`src/rtl/pll_search_pkg.sv`:
```
package pll_search_pkg;

  localparam int PL_LAST      = 14;
  localparam int BOUND_MAX    = 32;
  localparam int MARGIN_DIV   = 50;

  typedef enum logic [3:0] {
    S_IDLE, S_PCT, S_HI, S_LO, S_PLSET, S_MCHK, S_NDIV,
    S_NCHK, S_VDIV, S_ODIV, S_NNEXT, S_MNEXT, S_PLNEXT, S_FIN
  } srch_st_e;

  // divide ratio selected by a post-divider index
  function automatic logic [5:0] pl_ratio(input logic [3:0] idx);
    case (idx)
      4'd0:  return 6'd1;
      4'd1:  return 6'd2;
      4'd2:  return 6'd3;
      4'd3:  return 6'd4;
      4'd4:  return 6'd5;
      4'd5:  return 6'd6;
      4'd6:  return 6'd8;
      4'd7:  return 6'd10;
      4'd8:  return 6'd12;
      4'd9:  return 6'd16;
      4'd10: return 6'd12;
      4'd11: return 6'd16;
      4'd12: return 6'd20;
      4'd13: return 6'd24;
      default: return 6'd32;
    endcase
  endfunction

  // lowest index below the last whose ratio reaches the bound, else the last
  function automatic logic [3:0] pl_first_idx(input logic [5:0] bound);
    logic [3:0] idx;
    idx = 4'(PL_LAST);
    for (int i = PL_LAST - 1; i >= 0; i--)
      if (pl_ratio(4'(i)) >= bound) idx = 4'(i);
    return idx;
  endfunction

endpackage

```
`src/rtl/pll_div.sv`:
```
module pll_div #(
  parameter int DW = 40
) (
  input  logic          clk,
  input  logic          rst_n,
  input  logic          go,
  input  logic [DW-1:0] dividend,
  input  logic [DW-1:0] divisor,
  output logic [DW-1:0] quot,
  output logic [DW-1:0] rem,
  output logic          busy,
  output logic          done
);
  localparam int CNTW = $clog2(DW + 1);

  logic [DW-1:0]   acc, q, d;
  logic [CNTW-1:0] cnt;

  logic [DW:0] sh, diff;
  logic        fit;
  assign sh   = {acc, q[DW-1]};
  assign diff = sh - {1'b0, d};
  assign fit  = !diff[DW];

  always_ff @(posedge clk) begin
    if (!rst_n) begin
      acc  <= '0;
      q    <= '0;
      d    <= '0;
      cnt  <= '0;
      done <= 1'b0;
    end else if (go) begin
      acc  <= '0;
      q    <= dividend;
      d    <= divisor;
      cnt  <= CNTW'(DW);
      done <= 1'b0;
    end else if (cnt != '0) begin
      acc  <= fit ? diff[DW-1:0] : sh[DW-1:0];
      q    <= {q[DW-2:0], fit};
      cnt  <= cnt - 1'b1;
      done <= (cnt == CNTW'(1));
    end else begin
      done <= 1'b0;
    end
  end

  assign quot = q;
  assign rem  = acc;
  assign busy = (cnt != '0);
endmodule

```
`src/rtl/pll_cand_eval.sv`:
```
module pll_cand_eval #(
  parameter int DW = 40
) (
  input  logic [DW-1:0] cand,
  input  logic [DW-1:0] win_lo,
  input  logic [DW-1:0] win_hi,
  input  logic [DW-1:0] goal,
  output logic          in_win,
  output logic [DW-1:0] err
);
  assign in_win = (cand >= win_lo) && (cand <= win_hi);
  assign err    = (cand >= goal) ? (cand - goal) : (goal - cand);
endmodule

```
`src/rtl/pll_coef_search.sv`:
```
module pll_coef_search
  import pll_search_pkg::*;
#(
  parameter int FW      = 24,
  parameter int CW      = 8,
  parameter int DW      = 40,
  parameter int VCO_MIN = 1000000,
  parameter int VCO_MAX = 2064000,
  parameter int U_MIN   = 12000,
  parameter int U_MAX   = 38000,
  parameter int M_MIN   = 1,
  parameter int M_MAX   = 255,
  parameter int N_MIN   = 8,
  parameter int N_MAX   = 255
) (
  input  logic          clk,
  input  logic          rst_n,
  input  logic          start,
  input  logic [FW-1:0] target_khz,
  input  logic [FW-1:0] ref_khz,
  output logic [CW-1:0] m_out,
  output logic [CW-1:0] n_out,
  output logic [3:0]    pl_out,
  output logic          busy,
  output logic          done,
  output logic          no_sol
);
  localparam int NW = CW + 1;
  localparam logic [DW-1:0] VMIN_W  = DW'(VCO_MIN);
  localparam logic [DW-1:0] VMAX_W  = DW'(VCO_MAX);
  localparam logic [DW-1:0] UMIN_W  = DW'(U_MIN);
  localparam logic [DW-1:0] UMAX1_W = DW'(U_MAX + 1);
  localparam logic [DW-1:0] NMAX_W  = DW'(N_MAX);
  localparam logic [NW-1:0] NMIN_N  = NW'(N_MIN);
  localparam logic [NW-1:0] NMAX_N  = NW'(N_MAX);
  localparam logic [CW-1:0] MMIN_C  = CW'(M_MIN);
  localparam logic [CW-1:0] MMAX_C  = CW'(M_MAX);
  localparam logic [CW-1:0] NMIN_C  = CW'(N_MIN);

  function automatic logic [5:0] clamp_b(input logic [DW-1:0] v);
    if (v > DW'(BOUND_MAX)) return 6'(BOUND_MAX);
    if (v == '0) return 6'd1;
    return v[5:0];
  endfunction

  srch_st_e st;
  logic          launched;
  logic [DW-1:0] tgt, refk, tv, maxv, tvco, vco, best_err;
  logic [3:0]    pl, hi_idx, best_pl;
  logic [CW-1:0] m, best_m, best_n;
  logic [NW-1:0] n, n_hi;

  // named internal events for the checker
  logic          div_go, div_done, div_busy, div_take, cand_take;
  logic [DW-1:0] div_a, div_b, div_quot, div_rem;
  logic          in_win;
  logic [DW-1:0] err;

  logic [DW-1:0] m_w, n_w, ratio_w, tv_next;
  assign m_w     = DW'(m);
  assign n_w     = DW'(n);
  assign ratio_w = DW'(pl_ratio(pl));
  assign tv_next = tgt + div_quot;

  assign div_go   = (st inside {S_PCT, S_HI, S_LO, S_NDIV, S_VDIV, S_ODIV}) && !launched;
  assign div_take = launched && div_done;

  always_comb begin
    div_a = '0;
    div_b = DW'(1);
    case (st)
      S_PCT:  begin div_a = tgt;                   div_b = DW'(MARGIN_DIV); end
      S_HI:   begin div_a = maxv + tv - DW'(1);    div_b = tv;              end
      S_LO:   begin div_a = VMIN_W;                div_b = tv;              end
      S_NDIV: begin div_a = tvco * m_w;            div_b = refk;            end
      S_VDIV: begin div_a = refk * n_w;            div_b = m_w;             end
      S_ODIV: begin div_a = vco + (ratio_w >> 1);  div_b = ratio_w;         end
      default: ;
    endcase
  end

  pll_div #(.DW(DW)) u_div (
    .clk(clk), .rst_n(rst_n), .go(div_go), .dividend(div_a), .divisor(div_b),
    .quot(div_quot), .rem(div_rem), .busy(div_busy), .done(div_done)
  );

  pll_cand_eval #(.DW(DW)) u_eval (
    .cand(div_quot), .win_lo(VMIN_W), .win_hi(maxv), .goal(tgt),
    .in_win(in_win), .err(err)
  );

  assign cand_take = (st == S_ODIV) && div_take && (err < best_err);

  always_ff @(posedge clk) begin
    if (!rst_n) begin
      st <= S_IDLE;   launched <= 1'b0;
      tgt <= '0;      refk <= '0;     tv <= '0;     maxv <= '0;
      tvco <= '0;     vco <= '0;      best_err <= '0;
      pl <= '0;       hi_idx <= '0;   best_pl <= '0;
      m <= '0;        best_m <= '0;   best_n <= '0;
      n <= '0;        n_hi <= '0;
      m_out <= '0;    n_out <= '0;    pl_out <= '0;
      done <= 1'b0;   no_sol <= 1'b0;
    end else begin
      done <= 1'b0;
      if (div_go) launched <= 1'b1;
      else if (div_take) launched <= 1'b0;
      case (st)
        S_IDLE: if (start) begin
          tgt <= DW'(target_khz);  refk <= DW'(ref_khz);
          best_m <= MMAX_C;  best_n <= NMIN_C;  best_pl <= 4'd1;
          best_err <= '1;
          st <= S_PCT;
        end
        S_PCT: if (div_take) begin
          tv   <= tv_next;
          maxv <= (tv_next > VMAX_W) ? tv_next : VMAX_W;
          st   <= S_HI;
        end
        S_HI: if (div_take) begin
          hi_idx <= pl_first_idx(clamp_b(div_quot));
          st <= S_LO;
        end
        S_LO: if (div_take) begin
          pl <= pl_first_idx(clamp_b(div_quot));
          st <= S_PLSET;
        end
        S_PLSET: begin
          tvco <= tgt * ratio_w;
          m    <= MMIN_C;
          st   <= S_MCHK;
        end
        S_MCHK: begin
          if (refk < UMIN_W * m_w)        st <= S_PLNEXT;  // larger M only lowers it
          else if (refk >= UMAX1_W * m_w) st <= S_MNEXT;
          else                            st <= S_NDIV;
        end
        S_NDIV: if (div_take) begin
          if (div_quot > NMAX_W) st <= S_MNEXT;
          else begin
            n    <= div_quot[NW-1:0];
            n_hi <= div_quot[NW-1:0] + NW'(div_rem != '0);
            st   <= S_NCHK;
          end
        end
        S_NCHK: st <= (n < NMIN_N || n > NMAX_N) ? S_NNEXT : S_VDIV;
        S_VDIV: if (div_take) begin
          vco <= div_quot;
          st  <= in_win ? S_ODIV : S_NNEXT;
        end
        S_ODIV: if (div_take) begin
          if (cand_take) begin
            best_err <= err;  best_m <= m;
            best_n <= n[CW-1:0];  best_pl <= pl;
          end
          st <= (cand_take && err == '0) ? S_FIN : S_NNEXT;
        end
        S_NNEXT: begin
          if (n == n_hi) st <= S_MNEXT;
          else begin n <= n + 1'b1; st <= S_NCHK; end
        end
        S_MNEXT: begin
          if (m == MMAX_C) st <= S_PLNEXT;
          else begin m <= m + 1'b1; st <= S_MCHK; end
        end
        S_PLNEXT: begin
          if (pl == hi_idx) st <= S_FIN;
          else begin pl <= pl + 1'b1; st <= S_PLSET; end
        end
        S_FIN: begin
          m_out  <= best_m;  n_out <= best_n;  pl_out <= best_pl;
          no_sol <= (best_err == '1);
          done   <= 1'b1;
          st     <= S_IDLE;
        end
        default: st <= S_IDLE;
      endcase
    end
  end

  assign busy = (st != S_IDLE);
endmodule

```
`config.mk`:
```
export PLATFORM = sky130hd
export DESIGN_NAME = pll_coef_search
export DESIGN_NICKNAME = d
export VERILOG_FILES = /design/src/rtl/pll_search_pkg.sv /design/src/rtl/pll_div.sv /design/src/rtl/pll_cand_eval.sv /design/src/rtl/pll_coef_search.sv
export SDC_FILE = /design/constraint.sdc
export NUM_CORES = 2
export LEC_CHECK = 0
export BUFFER_PORTS_ARGS = -buffer_cell sky130_fd_sc_hd__buf_2
export CAP_MARGIN = 20
export CELL_PAD_IN_SITES_DETAIL_PLACEMENT = 1
export CELL_PAD_IN_SITES_GLOBAL_PLACEMENT = 2
export CORE_MARGIN = 2
export CORE_UTILIZATION = 36
export DETAILED_ROUTE_END_ITERATION = 7
export PLACE_DENSITY = 0.81
export SETUP_SLACK_MARGIN = 0.1
export SYNTH_ARGS = -nofsm -noshare
export SYNTH_HDL_FRONTEND = slang
export SYNTH_HIERARCHICAL = 1
export SYNTH_SLANG_ARGS = --single-unit
```
`constraint.sdc`:
```
create_clock -name clk -period 6.25 [get_ports clk]
set_input_delay 1.875 -clock clk [delete_from_list [all_inputs] [get_ports clk]]
set_output_delay 1.875 -clock clk [all_outputs]
set_load 0.02 [all_outputs]
```
Yosys cells after proc, flatten, opt, wreduce, memory -nomap -nowiden
Memory sizes are Yosys's and may differ from the RTL's. A register that Yosys moved wholly into a read port is not among the register bits.
Index checks and enable logic that the tools add are counted.
{"block": "word_totals", "wordCells": 315, "in_bits": 51, "mem_count": 1, "output_inout_bits": 23, "romBits": 96, "regBits": 456}
{"block": "op_classes", "n_bitwise": 3, "n_mux": 166, "n_reduce_logical": 35, "n_mul": 5, "order_cmp": 35, "n_eq_ne": 30, "addsub": 12}
{"name": "(no name shown)", "depth": 16, "word_bits": 6, "rd": 1, "rd_ports_with_merged_regs": 1, "wr": 0, "line_no": "pll_search_pkg.sv:14", "text": "case (idx)"}
{"op": "$mux 6", "count": 74}
{"op": "$mux 40", "count": 8}
{"op": "$pmux 40 s6", "count": 1}
{"op": "$pmux 40 s5", "count": 1}
{"op": "$mux 4", "count": 41}
{"op": "$ge 6x6->1", "count": 24}
{"op": "$logic_not 40->1", "count": 2}
{"op": "$pmux 40 s2", "count": 1}
{"op": "$mux 8", "count": 7}
{"op": "$pmux 4 s13", "count": 1}
{"op": "$pmux 8 s2", "count": 3}
{"op": "$sub 41x40->41", "count": 1}
{"op": "$add 24x40->40", "count": 1}
{"op": "$add 40x40->40", "count": 1}
{"op": "$add 40x5->40", "count": 1}
{"op": "$eq 40x40->1 const B", "count": 1}
{"op": "$ge 40x20->1 const B", "count": 1}
{"op": "$ge 40x24->1", "count": 1}
{"op": "$gt 40x21->1 const B", "count": 1}
{"op": "$gt 40x6->1 const B", "count": 1}
{"op": "$gt 40x8->1 const B", "count": 1}
{"op": "$le 40x40->1", "count": 1}
{"op": "$lt 40x40->1", "count": 1}
{"op": "$mul 40x8->40", "count": 1}
{"op": "other kinds (46)", "count": 110}

Logic depth before layout (Yosys ltp)
{"block": "depth", "word_depth": 31, "mapped_depth": 26, "ltp_nobuf": 26}

Modules after synthesis
Netlist, hierarchy kept.
{"module": "pll_coef_search", "seq_area_each_um2": 6506.2, "cells_per_inst": 5322, "area_per_inst_um2": 42310.6, "n_inst": 1}
{"module": "pll_div", "seq_area_each_um2": 2542.4, "cells_per_inst": 1011, "area_per_inst_um2": 7827.5, "n_inst": 1}
{"module": "pll_cand_eval", "seq_area_each_um2": 0.0, "cells_per_inst": 990, "area_per_inst_um2": 6701.4, "n_inst": 1}

Worst setup path before layout
No wires, ideal clock.
{"block": "synth_timing", "path_kind": "reg-to-reg", "from": "register m[5]", "to": "register st[2]", "n_path_buf": 1, "setup_slack_ns": 0.079, "arrival_ns": 6.051, "period_less_slack_ns": 6.171, "setup_ns": 0.120, "required_time_ns": 6.130, "path_stages_with_launch": 27, "path_cell_list": "dfxtp_1 > clkbuf_1 > inv_1 > fa_1 > fa_1 > inv_1 > fa_1 > inv_1 > fa_1 > inv_1 > ha_1 > inv_1 > o21bai_1 > a21oi_1 > o21bai_1 > a21oi_1 > nor2b_1 > o21ai_0 > nand2b_1 > xnor2_1 > ha_1 > o2111ai_1 > or4b_2 > a21oi_1 > or4_1 > a21boi_0 > o31a_1"}
{"block": "synth_via", "elab_chain_cells": 5, "word_cells_on_any_way": 7, "classes_between": "mul: 2; order compare: 2; mux: 3"}
{"element": "from (decl)", "line_no": "pll_coef_search.sv:50", "text": "logic [CW-1:0] m, best_m, best_n;"}
{"element": "from (signal assigned)", "line_no": "pll_coef_search.sv:100", "text": "m <= '0; best_m <= '0; best_n <= '0;"}
{"element": "from (signal assigned)", "line_no": "pll_coef_search.sv:130", "text": "m <= MMIN_C;"}
{"element": "from (signal assigned)", "line_no": "pll_coef_search.sv:164", "text": "else begin m <= m + 1'b1; st <= S_MCHK; end"}
{"element": "$mul 16x8->24", "line_no": "pll_coef_search.sv:135", "text": "else if (refk >= UMAX1_W * m_w) st <= S_MNEXT;"}
{"element": "$ge 24x24->1", "line_no": "pll_coef_search.sv:135"}
{"element": "$mux 4", "line_no": "pll_coef_search.sv:135"}
{"element": "$mux 4 (*)", "line_no": "pll_coef_search.sv:134", "text": "if (refk < UMIN_W * m_w) st <= S_PLNEXT;"}
{"element": "$pmux 4 s13 (*)", "line_no": "pll_coef_search.sv:108", "text": "case (st)"}
{"element": "to (signal assigned)", "line_no": "pll_coef_search.sv:146", "text": "S_NCHK: st <= (n < NMIN_N || n > NMAX_N) ? S_NNEXT : S_VDIV;"}
{"element": "to (signal assigned)", "line_no": "pll_coef_search.sv:149", "text": "st <= in_win ? S_ODIV : S_NNEXT;"}
{"element": "to (signal assigned)", "line_no": "pll_coef_search.sv:156", "text": "st <= (cand_take && err == '0) ? S_FIN : S_NNEXT;"}
{"element": "to (decl)", "line_no": "pll_coef_search.sv:46", "text": "srch_st_e st;"}
Every way passes the cells marked *; elsewhere a longest branch is shown, timed or not.
A chain may end at the register's enable or synchronous reset.

Worst setup path in the final report
{"block": "layout_timing", "from": "register m[6]", "to": "register u_div.q[38] (netlist: u_div/quot[38])"}
{"block": "layout_via", "elab_chain_cells": 3}
{"element": "$mul 40x8->40", "line_no": "pll_coef_search.sv:75", "text": "S_NDIV: begin div_a = tvco * m_w; div_b = refk; end"}
{"element": "$pmux 40 s6", "line_no": "pll_coef_search.sv:71", "text": "case (st)"}
{"element": "net div_a[38]", "line_no": "pll_coef_search.sv:55", "text": "logic [DW-1:0] div_a, div_b, div_quot, div_rem;"}
{"element": "$mux 40", "line_no": "pll_div.sv:32", "text": "end else if (go) begin"}
{"element": "to (signal assigned)", "line_no": "pll_div.sv:34", "text": "q <= dividend;"}
{"element": "to (signal assigned)", "line_no": "pll_div.sv:40", "text": "q <= {q[DW-2:0], fit};"}
{"element": "to (decl)", "line_no": "pll_div.sv:16", "text": "logic [DW-1:0] acc, q, d;"}
The timed path passes the listed nets, and every way through them passes these cells.

==> flow_summary_export.csv <==
group,metric,value,unit
synthesis,async_set_or_reset_flop_fraction_in_the_synthesized_netlist,0,
setup_path,timing.critical_path.to_type,"flop",
synthesis,synth-seq-cells,452,
global_routing,antenna_violations_before_repair,16,
placement,place.gp.congestion,0.977,
run_status,outcome,"complete, no violations",
flow_run,cap_viol_max_count,0,
setup_path,worst-path-max-fanout,9,
synthesis,yosysWarningCount,6,
synthesis,synth_cell_type_count,107,
timing,clock-skew-final,33.5,ps
global_routing,track_usage,0.290,
setup_path,cp-startpoint,"m[6]$_SDFFE_PN0P_",
floorplan,die_height,401,um
setup_path,cp.depth,24,
power,vdd.ir_drop.worst,0.349,mV
setup_path,rr_endpoint,"u_div/quot[38]$_SDFFE_PN0P_",
setup_path,worstRegToRegCells,24,
synthesis,syn_avg_cell_area,7.76,um2
timing,post-route-period-util,0.960,
timing,timing.fmax,167,MHz
power,static-leakage-power,30.6,nW
setup_path,crit_chain,"buf_12, buf_16, buf_12, buf_4, nand2_1, fa_1, inv_1, fa_1, fa_1, fa_1, ha_1, buf_4, o21ai_1, a21oi_4, nor4bb_4, nor2_1, buf_4, a31o_2, a221o_1, nand2_1, nor4b_1, or4_1, a21oi_1, nor2b_1",
timing,tightestPinTransition,1320,ps
layout,fillCellCount,19000,
timing,hold_viol_final,0,
synthesis,synthFlopType,"sky130_fd_sc_hd__dfxtp_1",
timing,setup_ws,250,ps
detailed_routing,met3RoutedLength,13.7,mm
floorplan,chipWidth,401,um
synthesis,synth-edff-count,0,
clock_network,cts_hold_buf,0,
floorplan,num_io_pins,74,
timing,rsz0062_at_grt,"yes",
detailed_routing,uppermost_layer_routed,"met5",
detailed_routing,average_routed_wire_per_standard_cell,24.5,um
setup_path,crit_end,"u_div/quot[38]$_SDFFE_PN0P_",
clock_network,clock_latency,700,ps
setup_path,most_frequent_cell_on_the_critical_path,"sky130_fd_sc_hd__fa_1",
detailed_routing,drt_pass1_iterations,8,
synthesis,synth_top_area_cell,"sky130_fd_sc_hd__fa_1",
global_routing,overflow,0,
layout,final_layout_size_suffix_gt1_frac,0.114,
timing,timing.setup.tns,0,ps
setup_path,r2r_setup_slack,250,ps
clock_network,clock_path_buffers,3,
placement,detailedPlacementHpwl,188,mm
setup_path,crit_path_start_kind,"flop",
detailed_routing,dr.first_iter.drc_count,3542,
setup_path,timing.critical_path.buf_inv,7,
timing,min_period,6000,ps
power,power_density,210,nW/um2
floorplan,initial_core_utilization,0.363,
setup_path,timing.critical_path.max_delay_family,"adder cells",
detailed_routing,drc_errors,0,
timing,final-max-slew-violation-count,0,
global_routing,pin_count_of_the_biggest_net_entering_global_routing,116,
clock_network,clkSlewWorstSetupHoldPaths,60,ps
timing,report.final.setup_viol,0,
clock_network,cts_inserted_buffers,67,
placement,port_buffers,73,
detailed_routing,route.antenna.remaining_nets,0,
detailed_routing,via_count,54500,
detailed_routing,met1_length,103,mm
setup_path,cp_max_delay_cell,"sky130_fd_sc_hd__fa_1",
detailed_routing,routed_via_density,5.62,
setup_path,path_class,"reg2reg",
detailed_routing,finalWirelength,238,mm
detailed_routing,met2_wirelength,108,mm
clock_network,clock_tree.htree_level_count,3,
clock_network,clock_sink_count,452,
global_routing,grt_pass1_vias,57000,
synthesis,post-synth-top-area-fraction,0.161,
setup_path,timing.critical_path.arrival,6570,ps
synthesis,seq_area_frac_synth,0.159,
placement,preCtsSetupSlack,-204,ps
setup_path,cp_slowest_stage_delay,530,ps
min_path,hold_class,"reg2reg",
synthesis,netlist_area,56800,um2
floorplan,rows,145,
layout,nNetsFinal,8721,
setup_path,worst_r2r_startpoint,"m[6]$_SDFFE_PN0P_",
synthesis,netlist_instances,7323,
floorplan,design.die.area,161000,um2
setup_path,timing.critical_path.required,6820,ps
timing,timing.slew.headroom,0.112,
floorplan,core_region_area,157000,um2
global_routing,grt_first_pass_wirelength,360,mm
layout,area_delta_synth_final,14.9,%
synthesis,post_synth_main_area_contributors,"sky130_fd_sc_hd__fa_1 16%, sky130_fd_sc_hd__dfxtp_1 16%, sky130_fd_sc_hd__ha_1 14%, sky130_fd_sc_hd__nand2_1 6.8%, sky130_fd_sc_hd__inv_1 6.2%",
clock_network,cts_tree,"yes",
clock_network,clock_tree.root_cell,"sky130_fd_sc_hd__clkbuf_16",
## logic make-up (layout without fill, tap and decap cells)
family | count (synthesis) | count (layout) | share of synthesized area
compound gates | 1721 | 1721 | 0.195
xor+xnor | 315 | 315 | 0.0487
fa+ha+maj | 1092 | 1092 | 0.301
buf+inv | 1356 | 1591 | 0.0913
flops | 452 | 452 | 0.159
mux | 81 | 81 | 0.0144
other cells | 2 | 75 | 0.000132
simple gates | 2304 | 2304 | 0.191
## cells in the final DEF (no fill, tap or decap), types with 19 or more instances in the layout
cell type                   Yosys  routed
sky130_fd_sc_hd__nor4_1        52      46
sky130_fd_sc_hd__a21boi_0      27      25
sky130_fd_sc_hd__a22oi_1       23      23
sky130_fd_sc_hd__o21bai_1      53      53
sky130_fd_sc_hd__a221oi_1      23      22
sky130_fd_sc_hd__a21o_1       193     193
sky130_fd_sc_hd__xor2_1       124     122
sky130_fd_sc_hd__nor3_1       102      93
sky130_fd_sc_hd__o31ai_1       20      20
sky130_fd_sc_hd__or3_1         39      38
sky130_fd_sc_hd__a21oi_2        1      23
sky130_fd_sc_hd__and3_1        41      39
sky130_fd_sc_hd__fa_1         456     451
sky130_fd_sc_hd__inv_1        943     938
sky130_fd_sc_hd__a21oi_1      666     642
sky130_fd_sc_hd__nor2_1       358     351
sky130_fd_sc_hd__xnor2_1      190     186
sky130_fd_sc_hd__a311oi_1      46      45
sky130_fd_sc_hd__and2_1       222     220
sky130_fd_sc_hd__dfxtp_2        0      25
sky130_fd_sc_hd__nand2b_1      46      46
sky130_fd_sc_hd__o21ai_1       10      19
sky130_fd_sc_hd__o22ai_1       20      19
sky130_fd_sc_hd__ha_1         636     617
sky130_fd_sc_hd__nor2b_1      114     113
sky130_fd_sc_hd__buf_4          9     421
sky130_fd_sc_hd__o211ai_1      44      44
sky130_fd_sc_hd__o21ai_0      258     244
sky130_fd_sc_hd__nand2_1     1027    1023
sky130_fd_sc_hd__dfxtp_1      452     416
sky130_fd_sc_hd__nand3_1      128     126
sky130_fd_sc_hd__a31oi_1       33      31
sky130_fd_sc_hd__o21a_1        37      37
sky130_fd_sc_hd__buf_2          4      72
sky130_fd_sc_hd__a211oi_1      72      69
sky130_fd_sc_hd__clkbuf_16      0      70
sky130_fd_sc_hd__nand4_1       95      95
sky130_fd_sc_hd__conb_1         2      71
sky130_fd_sc_hd__mux2i_1       77      73
## routing by layer
metal | track usage | vias up
li1 | - | 25100
met1 | 0.378 | 27500
met2 | 0.473 | 1533
met3 | 0.0393 | 409
met4 | 0.135 | 8
met5 | 0 | -
## synthesized netlist by cell type (20+ instances only)
master / number
sky130_fd_sc_hd__a311oi_1: 46
sky130_fd_sc_hd__nand4_1: 95
sky130_fd_sc_hd__a211oi_1: 72
sky130_fd_sc_hd__nor3_1: 102
sky130_fd_sc_hd__nand2b_1: 46
sky130_fd_sc_hd__o22ai_1: 20
sky130_fd_sc_hd__o21bai_1: 53
sky130_fd_sc_hd__and3_1: 41
sky130_fd_sc_hd__nor4_1: 52
sky130_fd_sc_hd__a21oi_1: 666
sky130_fd_sc_hd__a31oi_1: 33
sky130_fd_sc_hd__nor2_1: 358
sky130_fd_sc_hd__dfxtp_1: 452
sky130_fd_sc_hd__o21a_1: 37
sky130_fd_sc_hd__nor2b_1: 114
sky130_fd_sc_hd__nand3_1: 128
sky130_fd_sc_hd__and2_1: 222
sky130_fd_sc_hd__mux2i_1: 77
sky130_fd_sc_hd__inv_1: 943
sky130_fd_sc_hd__a22oi_1: 23
sky130_fd_sc_hd__a21boi_0: 27
sky130_fd_sc_hd__o211ai_1: 44
sky130_fd_sc_hd__xor2_1: 124
sky130_fd_sc_hd__or3_1: 39
sky130_fd_sc_hd__clkbuf_1: 357
sky130_fd_sc_hd__fa_1: 456
sky130_fd_sc_hd__ha_1: 636
sky130_fd_sc_hd__a221oi_1: 23
sky130_fd_sc_hd__o21ai_0: 258
sky130_fd_sc_hd__xnor2_1: 190
sky130_fd_sc_hd__nand2_1: 1027
sky130_fd_sc_hd__o31ai_1: 20
sky130_fd_sc_hd__buf_1: 35
sky130_fd_sc_hd__a21o_1: 193
## worst min-delay path, stage by stage (launching register included)
cell	delay, ps
sky130_fd_sc_hd__dfxtp_1	300
sky130_fd_sc_hd__nand2_1	50
sky130_fd_sc_hd__a21oi_1	50
## state kept, by name, indices dropped and copies added, names as in the netlist, 8 cells and up
name and count:
m_out 8, maxv 40, u_div/d 40, refk 24, m 8, u_div/quot 40, tvco 30, u_div/rem 40
n_hi 9, vco 40, tgt 24, best_n 8, best_m 8, best_err 40, n 9, n_out 8
tv 40
## per-stage QoR
step	area, um2	total power, mW	util	hold WS (ps)	cells
after CTS	64300	13.6	0.411	454	9657
after global routing	65300	14.5	0.417	470	9685
after global placement	61800	9.41	0.395	441	9534
final	65300	13.7	0.417	451	9689
after detailed placement	61800	9.53	0.395	446	9535
after floorplan	57100	7.45	-	428	7392
## worst min path at each step
stage / startpoint / endpoint / slack (ps) / depth (start not counted)
floorplan: best_m[0]$_SDFFE_PN0P_ / m_out[0]$_SDFFE_PN0P_ / 430 / 2
global placement: m_out[1]$_SDFFE_PN0P_ / m_out[1]$_SDFFE_PN0P_ / 440 / 2
detailed placement: n_out[6]$_SDFFE_PN0P_ / n_out[6]$_SDFFE_PN0P_ / 450 / 2
CTS: n_out[6]$_SDFFE_PN0P_ / n_out[6]$_SDFFE_PN0P_ / 450 / 2
global route: m_out[1]$_SDFFE_PN0P_ / m_out[1]$_SDFFE_PN0P_ / 470 / 2
finish: n_out[6]$_SDFFE_PN0P_ / n_out[6]$_SDFFE_PN0P_ / 450 / 2
## power breakdown
group / total [mW] / internal, mW / switching [mW] / leakage (nW)
logic: 6.44 / 2.41 / 4.03 / 25.9
clock network: 3.98 / 2.29 / 1.69 / 1.09
registers: 3.30 / 3.07 / 0.233 / 3.69
## final cells by class
| cell class | count | area, um2 | area share |
|---|---|---|---|
| Antenna cell | 4 | 10.0 | 0.000153 |
| Inverter | 943 | 3550 | 0.0543 |
| Clock buffer | 85 | 1850 | 0.0284 |
| Multi-Input combinational cell | 5584 | 43600 | 0.668 |
| Timing Repair Buffer | 530 | 4170 | 0.0639 |
| Sequential cell | 452 | 9120 | 0.140 |
| Tap cell | 2058 | 2570 | 0.0394 |
| Clock inverter | 33 | 377 | 0.00577 |
## what timing repair did
| action | CTS | global route |
|---|---|---|
| endpoints found under the hold margin | 0 | 0 |
| resized for setup | 49 | 169 |
| pin swaps | 6 | 64 |
| buffers inserted | 3 | 24 |
| gates cloned | 1 | 3 |
| endpoints found under the setup margin | 37 | 82 |
(Power assumes the default switching activity.)
